==> config.mk <==
export PLATFORM = sky130hd
export DESIGN_NAME = ext_line_irq_evt
export DESIGN_NICKNAME = d
export VERILOG_FILES = /design/src/rtl/xec_pkg.sv /design/src/rtl/xec_sync.sv /design/src/rtl/xec_regs.sv /design/src/rtl/xec_pulse.sv /design/src/rtl/ext_line_irq_evt.sv
export SDC_FILE = /design/constraint.sdc
export NUM_CORES = 1
export LEC_CHECK = 0
export ABC_AREA = 1
export BUFFER_PORTS_ARGS = -buffer_cell sky130_fd_sc_hd__buf_2
export CAP_MARGIN = 5
export CELL_PAD_IN_SITES_DETAIL_PLACEMENT = 0
export CELL_PAD_IN_SITES_GLOBAL_PLACEMENT = 1
export CORE_MARGIN = 2
export CORE_UTILIZATION = 25
export CTS_CLUSTER_DIAMETER = 50
export DETAILED_ROUTE_END_ITERATION = 8
export GPL_ROUTABILITY_DRIVEN = 0
export GPL_TIMING_DRIVEN = 0
export PLACE_DENSITY = 0.48
export SYNTH_ARGS = -nofsm -noshare
export SYNTH_HDL_FRONTEND = slang
export SYNTH_SLANG_ARGS = --single-unit
==> constraint.sdc <==
create_clock -name clk -period 1.8 [get_ports clk]
set_input_delay 0.09 -clock clk [delete_from_list [all_inputs] [get_ports clk]]
set_output_delay 0.09 -clock clk [all_outputs]
set_load 0.005 [all_outputs]
==> src/rtl/xec_pkg.sv <==
package xec_pkg;

    // Register port address width and register map
    localparam int unsigned REG_AW = 3;

    localparam logic [REG_AW-1:0] REG_RISE = 3'd0;  // rising-edge enables
    localparam logic [REG_AW-1:0] REG_FALL = 3'd1;  // falling-edge enables
    localparam logic [REG_AW-1:0] REG_IMSK = 3'd2;  // interrupt mask
    localparam logic [REG_AW-1:0] REG_EMSK = 3'd3;  // event mask
    localparam logic [REG_AW-1:0] REG_SWT  = 3'd4;  // software trigger, self-clearing
    localparam logic [REG_AW-1:0] REG_PEND = 3'd5;  // pending, write-1-to-clear

    // Per-line event pulse generator states
    typedef enum logic [1:0] {
        EV_IDLE = 2'd0,   // no request seen
        EV_FIRE = 2'd1,   // pulse cycle
        EV_HOLD = 2'd2    // request still high after the pulse, wait for it to drop
    } ev_state_t;

endpackage

==> src/rtl/xec_sync.sv <==
module xec_sync #(
    parameter int W = 19
) (
    input  logic         clk,
    input  logic         rst_n,
    input  logic [W-1:0] line_i,
    output logic [W-1:0] rise_o,
    output logic [W-1:0] fall_o
);

    // One synchronizer chain plus history flop per line
    for (genvar g = 0; g < W; g++) begin : g_line
        logic meta_q;
        logic sync_q;
        logic prev_q;

        always_ff @(posedge clk or negedge rst_n) begin
            if (!rst_n) begin
                meta_q <= 1'b0;
                sync_q <= 1'b0;
                prev_q <= 1'b0;
            end else begin
                meta_q <= line_i[g];
                sync_q <= meta_q;
                prev_q <= sync_q;
            end
        end

        assign rise_o[g] =  sync_q & ~prev_q;
        assign fall_o[g] = ~sync_q &  prev_q;
    end

endmodule

==> src/rtl/xec_regs.sv <==
module xec_regs
    import xec_pkg::*;
#(
    parameter int N = 19
) (
    input  logic              clk,
    input  logic              rst_n,
    input  logic              we,
    input  logic [REG_AW-1:0] addr,
    input  logic [N-1:0]      wdata,
    input  logic [N-1:0]      req_i,
    output logic [N-1:0]      rdata,
    output logic [N-1:0]      rise_en_o,
    output logic [N-1:0]      fall_en_o,
    output logic [N-1:0]      imask_o,
    output logic [N-1:0]      emask_o,
    output logic [N-1:0]      swt_o,
    output logic [N-1:0]      pend_o
);

    logic [N-1:0] rise_q, fall_q, imsk_q, emsk_q, swt_q, pend_q;
    logic         wr_rise, wr_fall, wr_imsk, wr_emsk, wr_swt, wr_pend;
    logic [N-1:0] clr_vec;

    assign wr_rise = we && (addr == REG_RISE);
    assign wr_fall = we && (addr == REG_FALL);
    assign wr_imsk = we && (addr == REG_IMSK);
    assign wr_emsk = we && (addr == REG_EMSK);
    assign wr_swt  = we && (addr == REG_SWT);
    assign wr_pend = we && (addr == REG_PEND);

    assign clr_vec = wr_pend ? wdata : '0;

    always_ff @(posedge clk or negedge rst_n) begin
        if (!rst_n) begin
            rise_q <= '0;
            fall_q <= '0;
            imsk_q <= '0;
            emsk_q <= '0;
            swt_q  <= '0;
            pend_q <= '0;
        end else begin
            if (wr_rise) rise_q <= wdata;
            if (wr_fall) fall_q <= wdata;
            if (wr_imsk) imsk_q <= wdata;
            if (wr_emsk) emsk_q <= wdata;
            // trigger holds for one cycle only
            swt_q  <= wr_swt ? wdata : '0;
            // new request wins over a clear in the same cycle
            pend_q <= (pend_q & ~clr_vec) | req_i;
        end
    end

    always_comb begin
        case (addr)
            REG_RISE: rdata = rise_q;
            REG_FALL: rdata = fall_q;
            REG_IMSK: rdata = imsk_q;
            REG_EMSK: rdata = emsk_q;
            REG_SWT:  rdata = swt_q;
            REG_PEND: rdata = pend_q;
            default:  rdata = '0;
        endcase
    end

    assign rise_en_o = rise_q;
    assign fall_en_o = fall_q;
    assign imask_o   = imsk_q;
    assign emask_o   = emsk_q;
    assign swt_o     = swt_q;
    assign pend_o    = pend_q;

endmodule

==> src/rtl/xec_pulse.sv <==
module xec_pulse
    import xec_pkg::*;
(
    input  logic clk,
    input  logic rst_n,
    input  logic req_i,
    output logic pulse_o
);

    ev_state_t st_q, st_d;

    // State register
    always_ff @(posedge clk or negedge rst_n) begin
        if (!rst_n) st_q <= EV_IDLE;
        else        st_q <= st_d;
    end

    // Next-state logic
    always_comb begin
        st_d = st_q;
        unique case (st_q)
            EV_IDLE: st_d = req_i ? EV_FIRE : EV_IDLE;
            EV_FIRE: st_d = req_i ? EV_HOLD : EV_IDLE;
            EV_HOLD: st_d = req_i ? EV_HOLD : EV_IDLE;
            default: st_d = EV_IDLE;
        endcase
    end

    // Output logic
    always_comb begin
        pulse_o = (st_q == EV_FIRE);
    end

endmodule

==> src/rtl/ext_line_irq_evt.sv <==
module ext_line_irq_evt
    import xec_pkg::*;
#(
    parameter int NLINES = 19
) (
    input  logic              clk,
    input  logic              rst_n,
    input  logic [NLINES-1:0] ext_i,
    input  logic              bus_we,
    input  logic [REG_AW-1:0] bus_addr,
    input  logic [NLINES-1:0] bus_wdata,
    output logic [NLINES-1:0] bus_rdata,
    output logic [NLINES-1:0] irq_o,
    output logic [NLINES-1:0] evt_o
);

    logic [NLINES-1:0] rise_det, fall_det;
    logic [NLINES-1:0] rise_en_q, fall_en_q, imask_q, emask_q, swt_q, pend_q;
    logic [NLINES-1:0] line_req, evt_req;

    xec_sync #(.W(NLINES)) u_sync (
        .clk    (clk),
        .rst_n  (rst_n),
        .line_i (ext_i),
        .rise_o (rise_det),
        .fall_o (fall_det)
    );

    // Shared request path: enabled edges ORed with software trigger
    assign line_req = (rise_det & rise_en_q) | (fall_det & fall_en_q) | swt_q;

    xec_regs #(.N(NLINES)) u_regs (
        .clk       (clk),
        .rst_n     (rst_n),
        .we        (bus_we),
        .addr      (bus_addr),
        .wdata     (bus_wdata),
        .req_i     (line_req),
        .rdata     (bus_rdata),
        .rise_en_o (rise_en_q),
        .fall_en_o (fall_en_q),
        .imask_o   (imask_q),
        .emask_o   (emask_q),
        .swt_o     (swt_q),
        .pend_o    (pend_q)
    );

    // Interrupt path
    assign irq_o = pend_q & imask_q;

    // Event path
    assign evt_req = line_req & emask_q;

    for (genvar g = 0; g < NLINES; g++) begin : g_evt
        xec_pulse u_pulse (
            .clk     (clk),
            .rst_n   (rst_n),
            .req_i   (evt_req[g]),
            .pulse_o (evt_o[g])
        );
    end

endmodule

==> impl_metrics.tcl <==
set metrics [dict create \
    status "complete, no violations" \
    criticalPathCategory "input port to primary output" \
    start_util 0.254 \
    arrival_ns 1.55 \
    grt_pass1_vias 8255 \
    postSynthCellCount 1151 \
    async_flop_share 1.00 \
    clock_skew_ns 0.0126 \
    slew_headroom 0.367 \
    routed_via_density 4.27 \
    cts_tree "done" \
    synth_largest_area_cell "dfrtp_1" \
    ctsResizeCount 0 \
    grt_max_degree 89 \
    setup_tns_ns 0 \
    avgSynthCellArea_um2 8.78 \
    route.vias.total 7989 \
    crit_fanout 10 \
    clkTransAtPathRegs_ns 0.05 \
    die_h_um 205 \
    gr-usage-all-layers 0.168 \
    place_hpwl_um 22500 \
    fmax_mhz 610 \
    wl_per_cell_um 18.1 \
    hold_path_depth 3 \
    antenna_found_initial 1 \
    timing.hold.ws_ns 0.0367 \
    post_cts_buffers 0 \
    critPathRequiredTime_ns 1.71 \
    globalRoute.totalOverflow 0 \
    rows 73 \
    root_buffer "clkbuf_16" \
    synth_seq_area_share 0.518 \
    clk_latency_ns 0.53 \
    multiInputGateArea_um2 3630 \
    worstMarginPinSlew_ns 0.949 \
    drt_iter0_drc 579 \
    synth_top_area_frac 0.518 \
    fill_cells 4265 \
    drive_gt1_frac 0.180 \
    seq_area_um2 5230 \
    reg2reg_depth 4 \
    power_density_nw_per_um2 1110 \
    hp-start "bus_we" \
    htreeDepth 2 \
    total_leakage_power_nw 6.74 \
    fin_crit_ns 1.64 \
    critPathLaunch "bus_addr[2]" \
    grt_pass1_wl_um 51700 \
    postRouteAntennaNets 0 \
    drcViolationCount 0 \
    synth_most_common_cell "nand2_1" \
    nNetsFinal 1425 \
    synth_area_leaders "dfrtp_1 (52%), nand2_1 (9.5%), inv_1 (7.3%)" \
    yosys_warnings 0 \
    cts_buffers 34 \
    core_area_um2 39800 \
    ys_seq_elements 209 \
    endpoint_kind "primary output" \
    ios 101 \
    portBuffers 96 \
    endpoint "bus_rdata[11]" \
    firstDrtPassIters 5 \
    syn-num-nets 1252 \
    rsz0062_at_grt "no" \
    period_share 0.911 \
    clock_path_buffers 3 \
    dieWidth_um 205 \
    rrSetupSlack_ns 0.71 \
    finalHoldViolCount 0 \
    drv_cap 0 \
    synth.distinct_cells 24 \
    areaGrowthSynthToFinish_pct 27.4 \
    worstReg2RegEnd "g_evt[17].u_pulse.st_q[1]$_DFF_PN0_" \
    drt_wl_total_um 33900 \
    yosys_most_used_dff "dfrtp_1" \
    clock_sinks 209 \
    drv_slew 0 \
    r2r_start "u_sync.g_line[17].sync_q$_DFF_PN0_" \
    dieArea_um2 42000 \
    setup_violations 0 \
    yosys-top-cells-count "nand2_1 (257), dfrtp_1 (209), inv_1 (196)" \
    crit_path_start_kind "input port" \
    synth_area_um2 10100 \
    ir_worst_vdd_v 0.000559 \
    synth-edff-count 0 \
    holdCritPathClass "input port to flip-flop" \
]
==> cell type report <==
class,count,share of cell area
antenna,1,0.000194
clock buffer,43,0.0742
buffer,73,0.0387
tap,525,0.0510
timing repair buffer,137,0.0727
clock inverter,16,0.0171
inverter,199,0.0582
multi-input combinational,670,0.282
sequential,209,0.406
==> layer usage <==
metal / share of wire / vias to the layer above / wire length, um / global-route usage
met2: 0.45 / 164 / 15400 / 0.268
met3: 0.040 / 60 / 1340 / 0.0253
met1: 0.48 / 3813 / 16200 / 0.229
li1: - / 3952 / - / -
met4: 0.029 / 0 / 991 / 0.0647
met5: 0 / - / 0 / 0
==> kinds of logic after synthesis <==
| logic type | share of synthesized area |
|---|---|
| simple gates | 0.243 |
| flops | 0.518 |
| fa+ha+maj | 0.0706 |
| buf+inv | 0.123 |
| compound gates | 0.0451 |
==> worst max-delay path, stage by stage <==
cell	delay [ns]
buf_4	0.15
inv_2	0.09
clkbuf_1	0.62
nand4_1	0.24
nand2_1	0.13
nor2_1	0.05
nand2_1	0.07
buf_2	0.11
==> report_power, final <==
group	internal, mW	switching [mW]
combinational	0.710	1.09
clock	4.47	2.40
sequential	5.21	0.410
total	10.4	3.90
==> how the worst min path moves through the flow <==
| stage | endpoint | slack, ns |
|---|---|---|
| floorplan | g_evt[0].u_pulse.st_q[0]$_DFF_PN0_ | -0.21 |
| global placement | u_sync.g_line[15].meta_q$_DFF_PN0_ | 0.20 |
| detailed placement | g_evt[18].u_pulse.st_q[1]$_DFF_PN0_ | 0.04 |
| CTS | u_regs.emask_o[13]$_DFFE_PN0P_ | 0.02 |
| global route | u_regs.emask_o[13]$_DFFE_PN0P_ | 0.07 |
| finish | u_regs.swt_o[0]$_DFF_PN0_ | 0.04 |
==> placed cells by master, fill, tap and decap left out, types with 23 or more instances in the layout <==
master         netlist  layout
buf_2               16     111
buf_4               28      28
clkbuf_16            0      35
dfrtp_1            209     209
dlygate4sd3_1        0      39
ha_1                57      57
inv_1              196     196
nand2_1            257     257
nand3_1             92      92
nand4_1             70      70
nor2_1              91      91
o21ai_0             33      33
o21ai_1             23      23
==> through the flow <==
step	cells	total power, mW	utilization	worst slack [ns]	area, um^2
5_1_grt	1873	15.0	0.323	0.0419	12900
4_1_cts	1872	14.5	0.323	0.104	12900
6_report	1873	14.3	0.323	0.159	12900
3_5_place_dp	1774	7.48	0.284	0.107	11300
3_3_place_gp	1772	7.45	0.282	-3.48	11200
2_1_floorplan	1151	6.57	-	0.831	10100
==> sequential cells by signal (all words and copies together), names as in the netlist <==
| name | cells |
|---|---|
| u_sync.g_line.prev_q | 19 |
| u_regs.emask_o | 19 |
| u_sync.g_line.meta_q | 19 |
| u_regs.rise_en_o | 19 |
| u_regs.fall_en_o | 19 |
| u_regs.pend_o | 19 |
| u_regs.swt_o | 19 |
| u_regs.imask_o | 19 |
| u_sync.g_line.sync_q | 19 |
| g_evt.u_pulse.st_q | 38 |
==> what timing repair did <==
action / in CTS / in global routing
endpoints found under the setup margin: 0 / 0
hold buffers: 39 / 0
hold endpoints to repair: 342 / 0
Note: power is estimated with default switching activity, not from simulation.
